### src/rtl/tmr_pkg.sv
package tmr_pkg;
  localparam int unsigned TMR_W = 8;

  localparam logic [1:0] ADDR_CTL   = 2'd0;
  localparam logic [1:0] ADDR_LIMIT = 2'd1;
  localparam logic [1:0] ADDR_COUNT = 2'd2;

  localparam logic [1:0] SRC_EXT = 2'b11;

  typedef enum logic [1:0] {
    ACT_IO     = 2'b00,
    ACT_TOGGLE = 2'b01,
    ACT_LOW    = 2'b10,
    ACT_HIGH   = 2'b11
  } act_e;
endpackage

### src/rtl/tmr_pin_sync.sv
module tmr_pin_sync #(
  parameter int unsigned STAGES = 2
) (
  input  logic clk,
  input  logic rst_n,
  input  logic pin_i,
  output logic rise_o
);
  logic [STAGES-1:0] sync_q, sync_d;
  logic              prev_q;

  generate
    if (STAGES == 1) begin : g_one
      always_comb sync_d = pin_i;
    end else begin : g_chain
      always_comb sync_d = {sync_q[STAGES-2:0], pin_i};
    end
  endgenerate

  always_ff @(posedge clk or negedge rst_n) begin
    if (!rst_n) begin
      sync_q <= '0;
      prev_q <= 1'b0;
    end else begin
      sync_q <= sync_d;
      prev_q <= sync_q[STAGES-1];
    end
  end

  assign rise_o = sync_q[STAGES-1] & ~prev_q;

  assert_single_rise_R4: assert property (@(posedge clk) disable iff (!rst_n)
    rise_o |=> !rise_o);
endmodule

### src/rtl/tmr_count_core.sv
module tmr_count_core #(
  parameter int unsigned W = 8
) (
  input  logic         clk,
  input  logic         rst_n,
  input  logic         step_i,
  input  logic         load_i,
  input  logic [W-1:0] load_val_i,
  input  logic [W-1:0] limit_i,
  output logic [W-1:0] count_o,
  output logic         match_o
);
  logic [W-1:0] cnt_q, cnt_d, inc;

  always_comb begin
    inc     = (cnt_q == limit_i) ? '0 : cnt_q + W'(1);
    match_o = step_i && !load_i && (inc == limit_i);
    cnt_d   = cnt_q;
    if (load_i)      cnt_d = load_val_i;
    else if (step_i) cnt_d = inc;
  end

  always_ff @(posedge clk or negedge rst_n) begin
    if (!rst_n) cnt_q <= '0;
    else        cnt_q <= cnt_d;
  end

  assign count_o = cnt_q;

  assert_hold_when_idle_R3: assert property (@(posedge clk) disable iff (!rst_n)
    (!step_i && !load_i) |=> $stable(count_o));
  assert_match_lands_on_limit_R5: assert property (@(posedge clk) disable iff (!rst_n)
    match_o |=> (count_o == $past(limit_i)));
  assert_load_wins_R11: assert property (@(posedge clk) disable iff (!rst_n)
    load_i |=> (count_o == $past(load_val_i)));
endmodule

### src/rtl/tmr_pin_action.sv
module tmr_pin_action
  import tmr_pkg::*;
(
  input  logic clk,
  input  logic rst_n,
  input  logic match_i,
  input  act_e mode_i,
  output logic pin_o,
  output logic oe_o
);
  logic pin_q, pin_d;

  always_comb begin
    pin_d = pin_q;
    if (match_i) begin
      unique case (mode_i)
        ACT_TOGGLE:        pin_d = ~pin_q;
        ACT_LOW, ACT_HIGH: pin_d = mode_i[0];
        default:           pin_d = pin_q;
      endcase
    end
  end

  always_ff @(posedge clk or negedge rst_n) begin
    if (!rst_n) pin_q <= 1'b0;
    else        pin_q <= pin_d;
  end

  assign pin_o = pin_q;
  assign oe_o  = (mode_i != ACT_IO);

  assert_toggle_flips_R9: assert property (@(posedge clk) disable iff (!rst_n)
    (match_i && mode_i == ACT_TOGGLE) |=> (pin_o != $past(pin_o)));
  assert_pin_quiet_between_matches_R10: assert property (@(posedge clk) disable iff (!rst_n)
    !match_i |=> $stable(pin_o));
endmodule

### src/rtl/upcount_timer.sv
module upcount_timer
  import tmr_pkg::*;
#(
  parameter int unsigned W           = TMR_W,
  parameter int unsigned SYNC_STAGES = 2
) (
  input  logic         clk,
  input  logic         rst_n,
  input  logic         tick_en_i,
  input  logic         ext_cnt_i,
  input  logic         wr_en_i,
  input  logic [1:0]   addr_i,
  input  logic [W-1:0] wdata_i,
  output logic [W-1:0] rdata_o,
  output logic         pin_o,
  output logic         pin_oe_o,
  output logic         irq_o
);
  localparam int unsigned CTL_W = 8;

  logic [1:0]   src_q, src_d;
  act_e         act_q, act_d;
  logic         run_q, run_d, ien_q, ien_d, flag_q, flag_d;
  logic [W-1:0] limit_q, limit_d, count;
  logic         wr_ctl, wr_limit, wr_count, ext_rise, step, match;
  logic [CTL_W-1:0] ctl_view;
  logic         unused_bit5;

  assign wr_ctl   = wr_en_i && (addr_i == ADDR_CTL);
  assign wr_limit = wr_en_i && (addr_i == ADDR_LIMIT);
  assign wr_count = wr_en_i && (addr_i == ADDR_COUNT);
  assign unused_bit5 = wdata_i[5];

  tmr_pin_sync #(.STAGES(SYNC_STAGES)) i_sync (
    .clk(clk), .rst_n(rst_n), .pin_i(ext_cnt_i), .rise_o(ext_rise)
  );

  assign step = run_q && ((src_q == SRC_EXT) ? ext_rise : tick_en_i);

  tmr_count_core #(.W(W)) i_core (
    .clk(clk), .rst_n(rst_n), .step_i(step), .load_i(wr_count),
    .load_val_i(wdata_i), .limit_i(limit_q), .count_o(count), .match_o(match)
  );

  tmr_pin_action i_pin (
    .clk(clk), .rst_n(rst_n), .match_i(match), .mode_i(act_q),
    .pin_o(pin_o), .oe_o(pin_oe_o)
  );

  always_comb begin
    src_d   = src_q;
    act_d   = act_q;
    run_d   = run_q;
    ien_d   = ien_q;
    limit_d = limit_q;
    flag_d  = flag_q;
    if (wr_ctl) begin
      src_d = wdata_i[1:0];
      act_d = act_e'(wdata_i[3:2]);
      run_d = wdata_i[4];
      ien_d = wdata_i[6];
      if (!wdata_i[7]) flag_d = 1'b0;
    end
    if (wr_limit) limit_d = wdata_i;
    if (match) flag_d = 1'b1;
  end

  always_ff @(posedge clk or negedge rst_n) begin
    if (!rst_n) begin
      src_q   <= '0;
      act_q   <= ACT_IO;
      run_q   <= 1'b0;
      ien_q   <= 1'b0;
      flag_q  <= 1'b0;
      limit_q <= '0;
    end else begin
      src_q   <= src_d;
      act_q   <= act_d;
      run_q   <= run_d;
      ien_q   <= ien_d;
      flag_q  <= flag_d;
      limit_q <= limit_d;
    end
  end

  assign ctl_view = {flag_q, ien_q, 1'b0, run_q, act_q, src_q};

  always_comb begin
    unique case (addr_i)
      ADDR_CTL:   rdata_o = W'(ctl_view);
      ADDR_COUNT: rdata_o = count;
      default:    rdata_o = '0;
    endcase
  end

  assign irq_o = flag_q & ien_q;

  assert_match_sets_flag_R6: assert property (@(posedge clk) disable iff (!rst_n)
    match |=> flag_q);
  assert_flag_clears_by_write_only_R6: assert property (@(posedge clk) disable iff (!rst_n)
    $fell(flag_q) |-> $past(wr_ctl && !wdata_i[7]));
  assert_match_raises_irq_R7: assert property (@(posedge clk) disable iff (!rst_n)
    (match && ien_q && !wr_ctl) |=> irq_o);
  assert_paused_no_match_R3: assert property (@(posedge clk) disable iff (!rst_n)
    !run_q |-> !match);
endmodule

### config.mk
export PLATFORM = sky130hd
export DESIGN_NAME = upcount_timer
export DESIGN_NICKNAME = d
export VERILOG_FILES = /design/src/rtl/tmr_pkg.sv /design/src/rtl/tmr_pin_sync.sv /design/src/rtl/tmr_count_core.sv /design/src/rtl/tmr_pin_action.sv /design/src/rtl/upcount_timer.sv
export SDC_FILE = /design/constraint.sdc
export NUM_CORES = 1
export LEC_CHECK = 0
export ABC_CLOCK_PERIOD_IN_PS = 6150
export BUFFER_PORTS_ARGS = -buffer_cell sky130_fd_sc_hd__buf_2
export CELL_PAD_IN_SITES_DETAIL_PLACEMENT = 1
export CELL_PAD_IN_SITES_GLOBAL_PLACEMENT = 1
export CORE_ASPECT_RATIO = 0.75
export CORE_MARGIN = 3
export CORE_UTILIZATION = 45
export CTS_CLUSTER_SIZE = 30
export DETAILED_ROUTE_END_ITERATION = 8
export PLACE_DENSITY_LB_ADDON = 0.1
export SETUP_SLACK_MARGIN = 0.2
export SLEW_MARGIN = 30
export SYNTH_ARGS = -nofsm -noshare
export SYNTH_HDL_FRONTEND = slang
export SYNTH_SLANG_ARGS = --single-unit
### constraint.sdc
create_clock -name clk -period 6.15 [get_ports clk]
set_clock_uncertainty 0.15 [all_clocks]
set_input_delay 0.3075 -clock clk [delete_from_list [all_inputs] [get_ports clk]]
set_output_delay 0.3075 -clock clk [all_outputs]
set_load 0.01 [all_outputs]
==> results.cfg, run 1 <==
[clock_network]
insertion_delay_ns = 0.28
cts_sinks = 27
cts_root_buf = clkbuf_8
cts_tree = built
htree_num_levels = 1
clk_path_buf_depth = 2
cts_buffers = 3
post_cts_buffers = 0
clk_pin_slew_ns = 0.10

[layout]
syn2layout_area_growth_pct = 12.8
antennaDiodeCount = 0
num-fill-cells = 415
postLayoutCellArea_um2 = 1950
seq_area_um2 = 676
drive_gt1_frac = 0.261
nets = 216
final_common_cell = dfrtp_1
final_util = 0.560
multi_input_area_um2 = 1010
fin_cells = 249
layout_common_cells = dfrtp_1, buf_2, nor2_1, mux2_2, xor2_1

[place]
io_buffer_count = 25
dpl.hpwl_um = 3520
placed_area_um2 = 1880
gp_congestion = 0.908
placedCellCount = 243

[sta]
slew-limit-headroom = 0.473
period_needed_ns = 2.61
rsz0062_at_grt = no
setup_tns_ns = 0
worst_slew_pin_slew_ns = 0.788
finalMaxSlewViolations = 0
finalCritPeriodShare = 0.424
max_freq_mhz = 383
hold_viol_final = 0
setup_viol = 0

[power_and_ir_drop]
leakage_uw = 0.000835
p_per_area_nw_per_um2 = 357
ir_worst_vdd_mv = 0.189
fin_total_pwr_uw = 698

[synth]
netlist_area_um2 = 1730
synth.avg_cell_area_um2 = 9.85
synth_warnings = 0
syn-num-nets = 192
ys.flop_type = dfrtp_1
synth_seq_cells = 27
yosys.area.top_type = dfrtp_1
synth_edf_count = 0
synthDistinctLibCells = 47
synth_top_area_frac = 0.390
synth.area.top_cells = dfrtp_1, mux2_2, xor2_1
async_flop_share = 1.00
ys_seq_area_frac = 0.390
synthCells = 176

[floorplanning]
ios = 26
start_util = 0.496
fp-row-count = 18
die_area_um2 = 4640
die_w_um = 77.7
core_area_um2 = 3490
die_y_um = 59.7

[critical_path]
worst-path-max-fanout = 11
worstSetupPathType = reg2reg
crit_chain = xor2_1 > nor4_4 > and2_1 > nor4_2 > o311a_1 > mux2i_1 > nand2_1
worstSetupEndpointType = flop
critPathLaunchType = flop
crit_slowest_cell = dfrtp_1
cp_data_required_time_ns = 6.17
path_buf_inv = 0
max_stage_delay_ns = 0.50
critPathArrivalTime_ns = 2.63
path_delay_family = simple AND/OR/NAND/NOR gates

[routing]
viasPerCell = 5.86
vias = 1460
first_pass_iters = 4
drt_iter0_drc = 81
final_antenna_net_count = 0
wire_per_inst_um = 18.8
drcViolationCount = 0
wl_um = 4690

[global_routing]
grt_pass1_vias = 1527
grt_max_degree = 28
gr-total-overflow = 0
grt_pass1_wl_um = 7740
gr-usage-all-layers = 0.217
antenna_found_initial = 0

[outcome]
outcome = finished, final reports clean

[min_path]
holdCritPathClass = in2reg

[flow_run]
cap_violations = 0
-- power by group --
part           switching, uW  internal, uW  total, uW
Clock                   59.1          46.1        105
Sequential              71.5           216        288
Combinational            168           138        305
Total                    299           400        698
-- what timing repair did --
action,in CTS,in global routing
hold endpoints to repair,28,0
hold buffers,2,0
resized for setup,0,0
-- Yosys cell counts, types with 2 or more instances --
| cell type | count |
|---|---|
| a31oi_1 | 4 |
| nand3_1 | 2 |
| a21o_1 | 2 |
| dfrtp_1 | 27 |
| mux2i_1 | 9 |
| o21ai_1 | 2 |
| a22oi_1 | 2 |
| nor4_4 | 2 |
| xnor2_1 | 4 |
| nor3b_1 | 2 |
| nor4_1 | 2 |
| mux2_2 | 14 |
| a21oi_1 | 9 |
| and2_1 | 3 |
| nor2_1 | 23 |
| inv_1 | 3 |
| o21ai_0 | 7 |
| and3b_1 | 2 |
| nand2_1 | 8 |
| nand3b_1 | 5 |
| nor3_1 | 3 |
| buf_2 | 2 |
| xor2_1 | 11 |
| clkbuf_1 | 4 |
| nand2b_1 | 2 |
-- metrics by stage --
step / hold slack [ns] / setup WS, ns
2_1_floorplan: -0.138 / 4.01
3_3_place_gp: 0.186 / 3.71
3_5_place_dp: 0.195 / 3.58
4_1_cts: 0.122 / 3.58
5_1_grt: 0.122 / 3.35
6_report: 0.122 / 3.54
-- routing by layer --
layer | share of wire | vias to the layer above | global-route usage
met2 | 0.49 | 35 | 0.385
met3 | 0.038 | 6 | 0.0407
met4 | 0.0087 | 0 | 0.0406
met5 | 0 | - | 0
met1 | 0.46 | 739 | 0.282
li1 | - | 680 | -
-- cells by family (layout without fill, tap and decap cells) --
family	Yosys count	count (layout)	share of synthesized area
and+or+nand+nor	65	65	0.230
AOI/OAI and AO/OA	34	34	0.123
DFF	27	27	0.390
muxes	23	23	0.143
xor gates and xnor gates	15	15	0.0758
buffers and inverters	11	34	0.0318
adders and majority gates	1	1	0.00722
-- flip-flops by register name, summed over array words and instances, names as in the netlist, 2 cells and up --
register,flops
i_sync.sync_q,2
src_q,2
act_q,2
i_core.count_o,8
limit_q,8
-- final cells by class --
| cell class | count | share of cell area |
|---|---|---|
| multi-input cells | 138 | 0.517 |
| flip-flops and latches | 27 | 0.346 |
| repair buffers | 27 | 0.0743 |
| well taps | 50 | 0.0320 |
| clock buffers | 3 | 0.0211 |
| inverters | 3 | 0.00576 |
| clock inverters | 1 | 0.00384 |
-- path summary, 6_finish.rpt --
| path | from | depth (start not counted) | slack [ns] | end |
|---|---|---|---|---|
| min reg2reg | i_sync.sync_q[0] | 0 | 0.21 | i_sync.sync_q[1] |
| max reg2reg | i_core.count_o[4] | 7 | 3.54 | i_pin.pin_o |
| min | wdata_i[5] | 2 | 0.12 | limit_q[5] |
| max in group asynchronous | rst_n | 2 | 5.01 | act_q[0] |
| min in group asynchronous | rst_n | 2 | 0.43 | i_core.count_o[7] |
| max | i_core.count_o[4] | 7 | 3.54 | i_pin.pin_o |
(Power assumes the default switching activity.)
==> run 2: changes to the inputs <==
Settings changed: ABC_AREA from default to 1, ABC_CLOCK_PERIOD_IN_PS 6150 to 2450, CORE_UTILIZATION 45 to 40.
Clock period 6.15 ns to 2.45 ns, I/O delays scaled along.
==> run 2 against run 1 <==
- the flow now finishes with violations (negative hold slack)
- worst setup slack worse by 3.3 ns
- clock-buffer cell count unchanged
- combinational power is 99% higher
- critical endpoint unchanged
- highest routed layer unchanged
==> results.cfg, run 2 <==
[critical_path]
critPathLaunchType = flop
worst-path-max-fanout = 5
worstSetupEndpointType = flop
r2r_end = i_pin.pin_o
worst-r2r-setup-slack_ns = 0.23
crit_slowest_cell = dfrtp_2
max_stage_delay_ns = 0.46
worstSetupPathType = reg2reg
critPathArrivalTime_ns = 2.26
crit_path_frequent_cell = nand2_1
cp_data_required_time_ns = 2.49
crit_chain = ha_1 > nand2_2 > nor2_1 > nand2_1 > xor2_1 > nand2_1 > nand2_1 > nand2_1 > nor2_1 > nand2_1 > nor2_2 > nand3_1 > nand2_1 > nand2_1
path_buf_inv = 0
cp.depth = 14
r2r_cells = 14
path_delay_family = simple AND/OR/NAND/NOR gates
worstReg2RegStart = i_core.count_o[0]

[clock_network]
cts_tree = built
cts_root_buf = clkbuf_8
cts_sinks = 27
htree_num_levels = 1
clk_pin_slew_ns = 0.10
clk_path_buf_depth = 2
insertion_delay_ns = 0.29
cts_buffers = 3

[global_routing]
grt_pass1_vias = 1547
gr-usage-all-layers = 0.222
grt_max_degree = 28
antenna_found_initial = 0
gr-total-overflow = 0
grt_pass1_wl_um = 7810

[synth]
synth_fa_ha_area_frac = 0.00806
synth_seq_cells = 27
synthCells = 211
synth_top_family_by_area = simple AND/OR/NAND/NOR gates
ys.flop_type = dfrtp_1
synthTopCellsByCount = nand2_1, inv_1, dfrtp_1
yosys.area.top_type = dfrtp_1
synth.avg_cell_area_um2 = 7.36
synth-compound-area-share = 0.137
synth_edf_count = 0
synth_xor_area_frac = 0.0508
synth.mux.area_fraction = 0
ys_seq_area_frac = 0.435
synth_top_area_frac = 0.435
synth_warnings = 0
synth_simple_gate_area_frac = 0.280
syn-num-nets = 227
async_flop_share = 1.00
synth.area.top_cells = dfrtp_1, nand2_1, inv_1
synthDistinctLibCells = 22
netlist_area_um2 = 1550
yosysMostFrequentCell = nand2_1

[layout]
antennaDiodeCount = 0
drive_gt1_frac = 0.160
syn2layout_area_growth_pct = 18.5
final_common_cell = nand2_1
nets = 261
layout_common_cells = nand2_1, inv_1, dfrtp_1, buf_2, o21ai_0

[sta]
rsz0062_at_grt = no
period_needed_ns = 2.22
slew-limit-headroom = 0.576
holdWs_ns = -0.00387
setup_viol = 0
worst_slew_pin_slew_ns = 0.636
setup_tns_ns = 0
hold_viol_final = 1
finalCritPeriodShare = 0.906
finalMaxSlewViolations = 0
max_freq_mhz = 451

[routing]
wl_um = 4830
first_pass_iters = 4
drcViolationCount = 0
drt_iter0_drc = 98
wire_per_inst_um = 16.4
final_antenna_net_count = 0
viasPerCell = 5.14
vias = 1512

[floorplanning]
fp-row-count = 18
die_w_um = 77.9
die_area_um2 = 4670
ios = 26
core_area_um2 = 3490
start_util = 0.445
die_y_um = 60.0

[power_and_ir_drop]
p_per_area_nw_per_um2 = 836
leakage_uw = 0.000974
ir_worst_vdd_mv = 0.393

[outcome]
violations = negative hold slack
outcome = finished, violations left

[min_path]
holdCritPathClass = in2reg
holdPathStages = 3
worstHoldEndpoint = limit_q[6]
hp-start = wdata_i[6]

[flow_run]
cap_violations = 0

[place]
gp_congestion = 0.853
dpl.hpwl_um = 3620
io_buffer_count = 25
## run 2: tightest hold or removal path, cell delays in order
cell	delay, ns
buf_2	0.07
inv_1	0.06
o21ai_0	0.15
## run 2: stage by stage
| step | instances | setup WS, ns | utilization | cell area [um^2] | power [uW] |
|---|---|---|---|---|---|
| after floorplan | 211 | 0.613 | - | 1550 | 1040 |
| after global placement | 284 | 0.444 | 0.495 | 1730 | 1200 |
| after detailed placement | 284 | 0.285 | 0.495 | 1730 | 1240 |
| after CTS | 293 | 0.273 | 0.524 | 1830 | 1510 |
| after global routing | 294 | 0.144 | 0.527 | 1840 | 1650 |
| final | 294 | 0.230 | 0.527 | 1840 | 1540 |
## run 2: worst max-delay path by stage
stage	from	endpoint	slack, ns
detailed placement	i_core.count_o[0]	i_pin.pin_o	0.29
global route	i_core.count_o[1]	i_pin.pin_o	0.14
finish	i_core.count_o[0]	i_pin.pin_o	0.23
floorplan	i_core.count_o[0]	i_pin.pin_o	0.61
global placement	i_core.count_o[0]	i_pin.pin_o	0.44
CTS	i_core.count_o[0]	i_pin.pin_o	0.27
## run 2: final cells by class
cell class	count	area [um^2]
inverters	32	120
clock buffers	3	41.3
clock inverters	1	7.51
multi-input cells	149	741
flip-flops and latches	27	677
well taps	50	62.6
repair buffers	32	190
fillers	466	1650
## run 2: power by group
group / switching [uW] / internal (uW)
registers: 115 / 539
clock network: 161 / 116
logic: 371 / 235
## run 2: timing repair
action                                  4_1_cts  5_1_grt
setup buffers                                 0        1
resized for setup                             0        2
hold endpoints to repair                     34        0
hold buffers                                  5        0
endpoints found under the setup margin        0        1
## run 2: layer usage
layer  wire [um]  global-route usage
met2        2180               0.359
met1        2380               0.319
met4          73              0.0524
met3         202              0.0316
met5           0                   0
## run 2: logic make-up (layout without fill, tap and decap cells)
kind of cell	Yosys count	in the layout
buffers and inverters	35	68
AO/OA/AOI/OAI	35	35
flip-flops	27	27
adder cells (fa/ha/maj)	1	1
AND/OR/NAND/NOR	104	104
XOR/XNOR	9	9
